[src/rtl/gcd_dual_pkg.sv]
package gcd_dual_pkg;
    localparam int NUM_ENG = 2;

    typedef enum logic [1:0] {
        ENG_IDLE = 2'd0,
        ENG_RUN  = 2'd1,
        ENG_DONE = 2'd2
    } eng_mode_e;

    typedef struct packed {
        logic oldest;
    } arb_state_t;
endpackage

[src/rtl/gcd_engine.sv]
module gcd_engine
    import gcd_dual_pkg::*;
#(
    parameter int W = 16
) (
    input  logic         clk,
    input  logic         rst,
    input  logic         start,
    input  logic         take,
    input  logic [W-1:0] op_a,
    input  logic [W-1:0] op_b,
    output logic         free,
    output logic         done,
    output logic [W-1:0] result
);
    typedef struct packed {
        eng_mode_e    mode;
        logic [W-1:0] x;
        logic [W-1:0] y;
    } eng_state_t;

    eng_state_t st_d, st_q;

    always_comb begin
        st_d = st_q;
        unique case (st_q.mode)
            ENG_IDLE: begin
                if (start) begin
                    st_d.x    = op_a;
                    st_d.y    = op_b;
                    st_d.mode = ENG_RUN;
                end
            end
            ENG_RUN: begin
                if (st_q.y == '0) begin
                    st_d.mode = ENG_DONE;
                end else if (st_q.x < st_q.y) begin
                    st_d.x = st_q.y;
                    st_d.y = st_q.x;
                end else begin
                    st_d.x = st_q.x - st_q.y;
                end
            end
            ENG_DONE: begin
                if (take) st_d.mode = ENG_IDLE;
            end
            default: st_d.mode = ENG_IDLE;
        endcase
    end

    always_ff @(posedge clk) begin
        if (rst) begin
            st_q.mode <= ENG_IDLE;
            st_q.x    <= '0;
            st_q.y    <= '0;
        end else begin
            st_q <= st_d;
        end
    end

    assign free   = (st_q.mode == ENG_IDLE);
    assign done   = (st_q.mode == ENG_DONE);
    assign result = st_q.x;
endmodule

[src/rtl/gcd_order_arb.sv]
module gcd_order_arb
    import gcd_dual_pkg::*;
(
    input  logic               clk,
    input  logic               rst,
    input  logic               req_valid,
    input  logic               resp_ready,
    input  logic [NUM_ENG-1:0] eng_free,
    input  logic [NUM_ENG-1:0] eng_done,
    output logic               req_ready,
    output logic               resp_valid,
    output logic [NUM_ENG-1:0] eng_start,
    output logic [NUM_ENG-1:0] eng_take,
    output logic               oldest
);
    arb_state_t st_d, st_q;
    logic       pick;
    logic       accept;
    logic       deliver;

    always_comb begin
        st_d       = st_q;
        req_ready  = |eng_free;
        resp_valid = eng_done[st_q.oldest];
        accept     = req_valid && req_ready;
        deliver    = resp_valid && resp_ready;
        if (&eng_free) pick = st_q.oldest;
        else           pick = eng_free[1];
        for (int i = 0; i < NUM_ENG; i++) begin
            eng_start[i] = accept && (pick == i[0]);
            eng_take[i]  = deliver && (st_q.oldest == i[0]);
        end
        if (deliver) st_d.oldest = ~st_q.oldest;
    end

    always_ff @(posedge clk) begin
        if (rst) st_q.oldest <= 1'b0;
        else     st_q <= st_d;
    end

    assign oldest = st_q.oldest;
endmodule

[src/rtl/gcd_dual_top.sv]
module gcd_dual_top
    import gcd_dual_pkg::*;
#(
    parameter int W = 16
) (
    input  logic         clk,
    input  logic         rst,
    input  logic         req_valid,
    output logic         req_ready,
    input  logic [W-1:0] req_a,
    input  logic [W-1:0] req_b,
    output logic         resp_valid,
    input  logic         resp_ready,
    output logic [W-1:0] resp_gcd
);
    logic [NUM_ENG-1:0] eng_free;
    logic [NUM_ENG-1:0] eng_done;
    logic [NUM_ENG-1:0] eng_start;
    logic [NUM_ENG-1:0] eng_take;
    logic [W-1:0]       eng_res [NUM_ENG];
    logic               oldest;

    gcd_order_arb u_arb (
        .clk        (clk),
        .rst        (rst),
        .req_valid  (req_valid),
        .resp_ready (resp_ready),
        .eng_free   (eng_free),
        .eng_done   (eng_done),
        .req_ready  (req_ready),
        .resp_valid (resp_valid),
        .eng_start  (eng_start),
        .eng_take   (eng_take),
        .oldest     (oldest)
    );

    for (genvar g = 0; g < NUM_ENG; g++) begin : g_eng
        gcd_engine #(.W(W)) u_eng (
            .clk    (clk),
            .rst    (rst),
            .start  (eng_start[g]),
            .take   (eng_take[g]),
            .op_a   (req_a),
            .op_b   (req_b),
            .free   (eng_free[g]),
            .done   (eng_done[g]),
            .result (eng_res[g])
        );
    end

    assign resp_gcd = eng_res[oldest];
endmodule

[config.mk]
export PLATFORM = sky130hd
export DESIGN_NAME = gcd_dual_top
export DESIGN_NICKNAME = d
export VERILOG_FILES = /design/src/rtl/gcd_dual_pkg.sv /design/src/rtl/gcd_engine.sv /design/src/rtl/gcd_order_arb.sv /design/src/rtl/gcd_dual_top.sv
export SDC_FILE = /design/constraint.sdc
export NUM_CORES = 1
export LEC_CHECK = 0
export BUFFER_PORTS_ARGS = -buffer_cell sky130_fd_sc_hd__buf_2
export CAP_MARGIN = 10
export CELL_PAD_IN_SITES_DETAIL_PLACEMENT = 1
export CELL_PAD_IN_SITES_GLOBAL_PLACEMENT = 2
export CORE_MARGIN = 5
export CORE_UTILIZATION = 33
export CTS_BUF_LIST = sky130_fd_sc_hd__clkbuf_2
export CTS_CLUSTER_DIAMETER = 50
export DETAILED_ROUTE_END_ITERATION = 8
export PLACE_DENSITY = 0.88
export REMOVE_ABC_BUFFERS = 1
export SYNTH_ARGS = -nofsm -noshare
export SYNTH_HDL_FRONTEND = slang
export SYNTH_SLANG_ARGS = --single-unit
[constraint.sdc]
create_clock -name clk -period 2.8 [get_ports clk]
set_input_delay 0.42 -clock clk [delete_from_list [all_inputs] [get_ports clk]]
set_output_delay 0.42 -clock clk [all_outputs]
set_load 0.01 [all_outputs]
==> results_dict.tcl <==
set metrics [dict create \
    setup-violations-final 29 \
    syn_avg_cell_area_sq_um 7.673 \
    fmax_mhz 345.8 \
    critPathCapture "g_eng[0].u_eng.st_q[5]$_SDFFE_PP0P_" \
    rsz0062_at_grt "yes" \
    yosys-top-cells-area "dfxtp_1 26%, ha_1 7.4%, nand2_1 6.5%, a21oi_1 6.2%, a311oi_1 6.0%" \
    ant_nets 0 \
    synth_warnings 0 \
    cts.path.max_buffers 2 \
    highest_layer "met4" \
    synth-edff-count 0 \
    antenna_cells 0 \
    die_h_um 137.9 \
    final_common_cell "nand2_1" \
    finalHoldViolations 0 \
    synth_ff_type "dfxtp_1" \
    reg2reg_to "g_eng[0].u_eng.st_q[5]$_SDFFE_PP0P_" \
    r2r_cells 11 \
    vias 5938 \
    insertion_delay_ns 0.56 \
    layout_common_cells "93 x nand2_1, 67 x dfxtp_1, 59 x a21oi_1" \
    clock-sinks 69 \
    antenna_found_initial 0 \
    crit_start "g_eng[0].u_eng.st_q[0]$_SDFFE_PP0P_" \
    setup.worst_path.start_class "register" \
    clkTransAtPathRegs_ns 0.20 \
    maxCapViolCount 0 \
    h-tree-depth 3 \
    leakage_nw 2.614 \
    finClkSkew_ns 0.02172 \
    slew_headroom 0.3759 \
    timing_worst_slew_pin_value_ns 0.9361 \
    gp_congestion 0.9006 \
    synth-seq-cells 69 \
    status "finished, violations left" \
    nets 849 \
    cp.arrival_ns 3.31 \
    p_per_area_nw_per_um2 853.7 \
    fin_hold_ws_ns 0.1289 \
    grt-ovfl-total 0 \
    die_x_um 137.9 \
    power_mw 5.495 \
    clk_root_buffer_cell "clkbuf_2" \
    postCtsHoldBufs 0 \
    cts_tree "done" \
    pwr-share-seq 0.247 \
    numCtsBuffers 9 \
    detail_route.iter0.violations 414 \
    final.setup.worst_slack_ns -0.09226 \
    grtUsageTotal 0.2151 \
    r2r-start "g_eng[0].u_eng.st_q[0]$_SDFFE_PP0P_" \
    grt_max_degree 51 \
    drive_gt1_frac 0.2388 \
    portBuffers 53 \
    synth_area_sq_um 5394 \
    dr_wl_met3_um 1307 \
    dpl-instance-area_sq_um 6077 \
    switching_share 0.4827 \
    wl_met1_um 9390 \
    yosysTopAreaCell "dfxtp_1" \
    ys_types 70 \
    power.share.combinational 0.664 \
    rrSetupSlack_ns -0.09 \
    ys_seq_area_frac 0.2561 \
    route.met2.wl_um 9695 \
    hpwlAfterDp_um 15600 \
    period_needed_ns 2.892 \
    drt_first_pass_iters 5 \
    p_int_mw 2.842 \
    syn2layout_area_growth_pct 19.32 \
    syn-instance-count 703 \
    fin_cells 999 \
    core_sq_um 15940 \
    crit_fanout 8 \
    grt_pass1_vias 6104 \
    wirelength_um 20610 \
    initial_core_util 0.3383 \
    stdcell_area_sq_um 6436 \
    hold_path.class "in -> reg" \
    failed_checks "negative setup slack" \
    drc 0 \
    clkPwrFrac 0.088 \
    fp-row-count 46 \
    ios 54 \
    wl_per_cell_um 20.63 \
    grt_pass1_wl_um 32150 \
    ys_async_sr_fraction 0 \
    drv_slew 0 \
    synth_top_area_frac 0.2561 \
    peakVddDrop_mv 0.2836 \
    fin_crit_sh 1.033 \
    die_area_sq_um 19000 \
    critical_path_required_ns 3.22 \
    power.switching_mw 2.652 \
    criticalPathCategory "reg -> reg" \
    end_kind "register" \
    viasPerCell 5.944 \
    dp_cells 974 \
]
==> what timing repair did <==
action | CTS | global route
gates resized for setup | 23 | 24
cloned | 1 | 1
setup endpoints to repair | 47 | 56
pin swaps | 25 | 16
setup buffers | 6 | 2
==> power by group through the flow <==
stage	Clock [mW]	Combinational, mW	Sequential, mW
finish	0.485	3.65	1.36
global route	0.531	3.99	1.38
CTS	0.487	3.49	1.35
detailed placement	0	3.27	1.37
global placement	0	3.14	1.36
floorplan	0	2.19	1.30
==> worst max-delay path, stage by stage, from the launching register on <==
cell and delay, ns:
dfxtp_1 0.40, ha_4 0.18, fa_2 0.36, nand2b_4 0.15
a211o_1 0.29, a211o_2 0.35, a211oi_4 0.28, buf_12 0.16
o21ai_1 0.12, clkbuf_16 0.25, a21oi_1 0.15, a311oi_1 0.07
==> synth_stat cells, drive strengths merged, types with 8 or more instances <==
| library cell | count |
|---|---|
| nand2 | 94 |
| a21oi | 69 |
| dfxtp | 69 |
| nor2 | 41 |
| inv | 40 |
| a311oi | 37 |
| ha | 32 |
| clkbuf | 30 |
| nor3 | 30 |
| o21ai | 28 |
| nand3 | 18 |
| a21o | 17 |
| a211oi | 16 |
| mux2 | 16 |
| o31ai | 15 |
| buf | 14 |
| a31oi | 13 |
| xnor2 | 13 |
| nand2b | 11 |
| or3 | 9 |
| nor4 | 8 |
==> registers in the layout (all words and copies together) (netlist names) <==
name / count
g_eng.u_eng.result: 32
g_eng.u_eng.st_q: 36
u_arb.oldest: 1
==> layout make-up <==
type,instances,area [sq um]
clock inverters,4,16.27
clock buffers,11,55.05
fillers,1999,9507
flip-flops and latches,69,1384
repair buffers,109,767.0
inverters,41,153.9
multi-input cells,549,3790
well taps,216,270.3
==> cell families (layout without fill, tap and decap cells) <==
group | count (synthesis) | count (layout) | share of synthesized area
xor+xnor | 19 | 19 | 0.03085
fa+ha+maj | 34 | 34 | 0.08165
compound gates | 241 | 242 | 0.3136
flops | 69 | 69 | 0.2561
buf+inv | 86 | 165 | 0.07515
simple gates | 236 | 236 | 0.2055
mux | 18 | 18 | 0.03711
==> worst min path at each step <==
| stage | from | to | slack [ns] | cells after the start |
|---|---|---|---|---|
| 2_1_floorplan | g_eng[0].u_eng.result[0]$_SDFFE_PP0P_ | g_eng[0].u_eng.st_q[0]$_SDFFE_PP0P_ | 0.45 | 2 |
| 3_3_place_gp | g_eng[1].u_eng.result[0]$_SDFFE_PP0P_ | g_eng[1].u_eng.result[0]$_SDFFE_PP0P_ | 0.48 | 2 |
| 3_5_place_dp | g_eng[1].u_eng.result[0]$_SDFFE_PP0P_ | g_eng[1].u_eng.result[0]$_SDFFE_PP0P_ | 0.48 | 2 |
| 4_1_cts | req_b[14] | g_eng[0].u_eng.st_q[14]$_SDFFE_PP0P_ | 0.11 | 3 |
| 5_1_grt | req_b[14] | g_eng[0].u_eng.st_q[14]$_SDFFE_PP0P_ | 0.11 | 3 |
| 6_report | req_b[14] | g_eng[0].u_eng.st_q[14]$_SDFFE_PP0P_ | 0.13 | 3 |
==> per-layer routing <==
layer | vias to the layer above | global-route usage
met5 | - | 0
met4 | 0 | 0.03568
met3 | 20 | 0.04536
met1 | 2955 | 0.2865
met2 | 191 | 0.3644
li1 | 2772 | -
==> metrics by stage <==
step	util	setup WS (ns)	TNS [ns]
after CTS	0.3955	-0.1246	-2.653
after global placement	0.3812	-0.1431	-3.695
final	0.4037	-0.09226	-1.327
after detailed placement	0.3812	-0.2977	-6.667
after floorplan	-	-0.2363	-7.183
after global routing	0.4037	-0.1759	-3.863
Power figures use the tool's default switching activity.
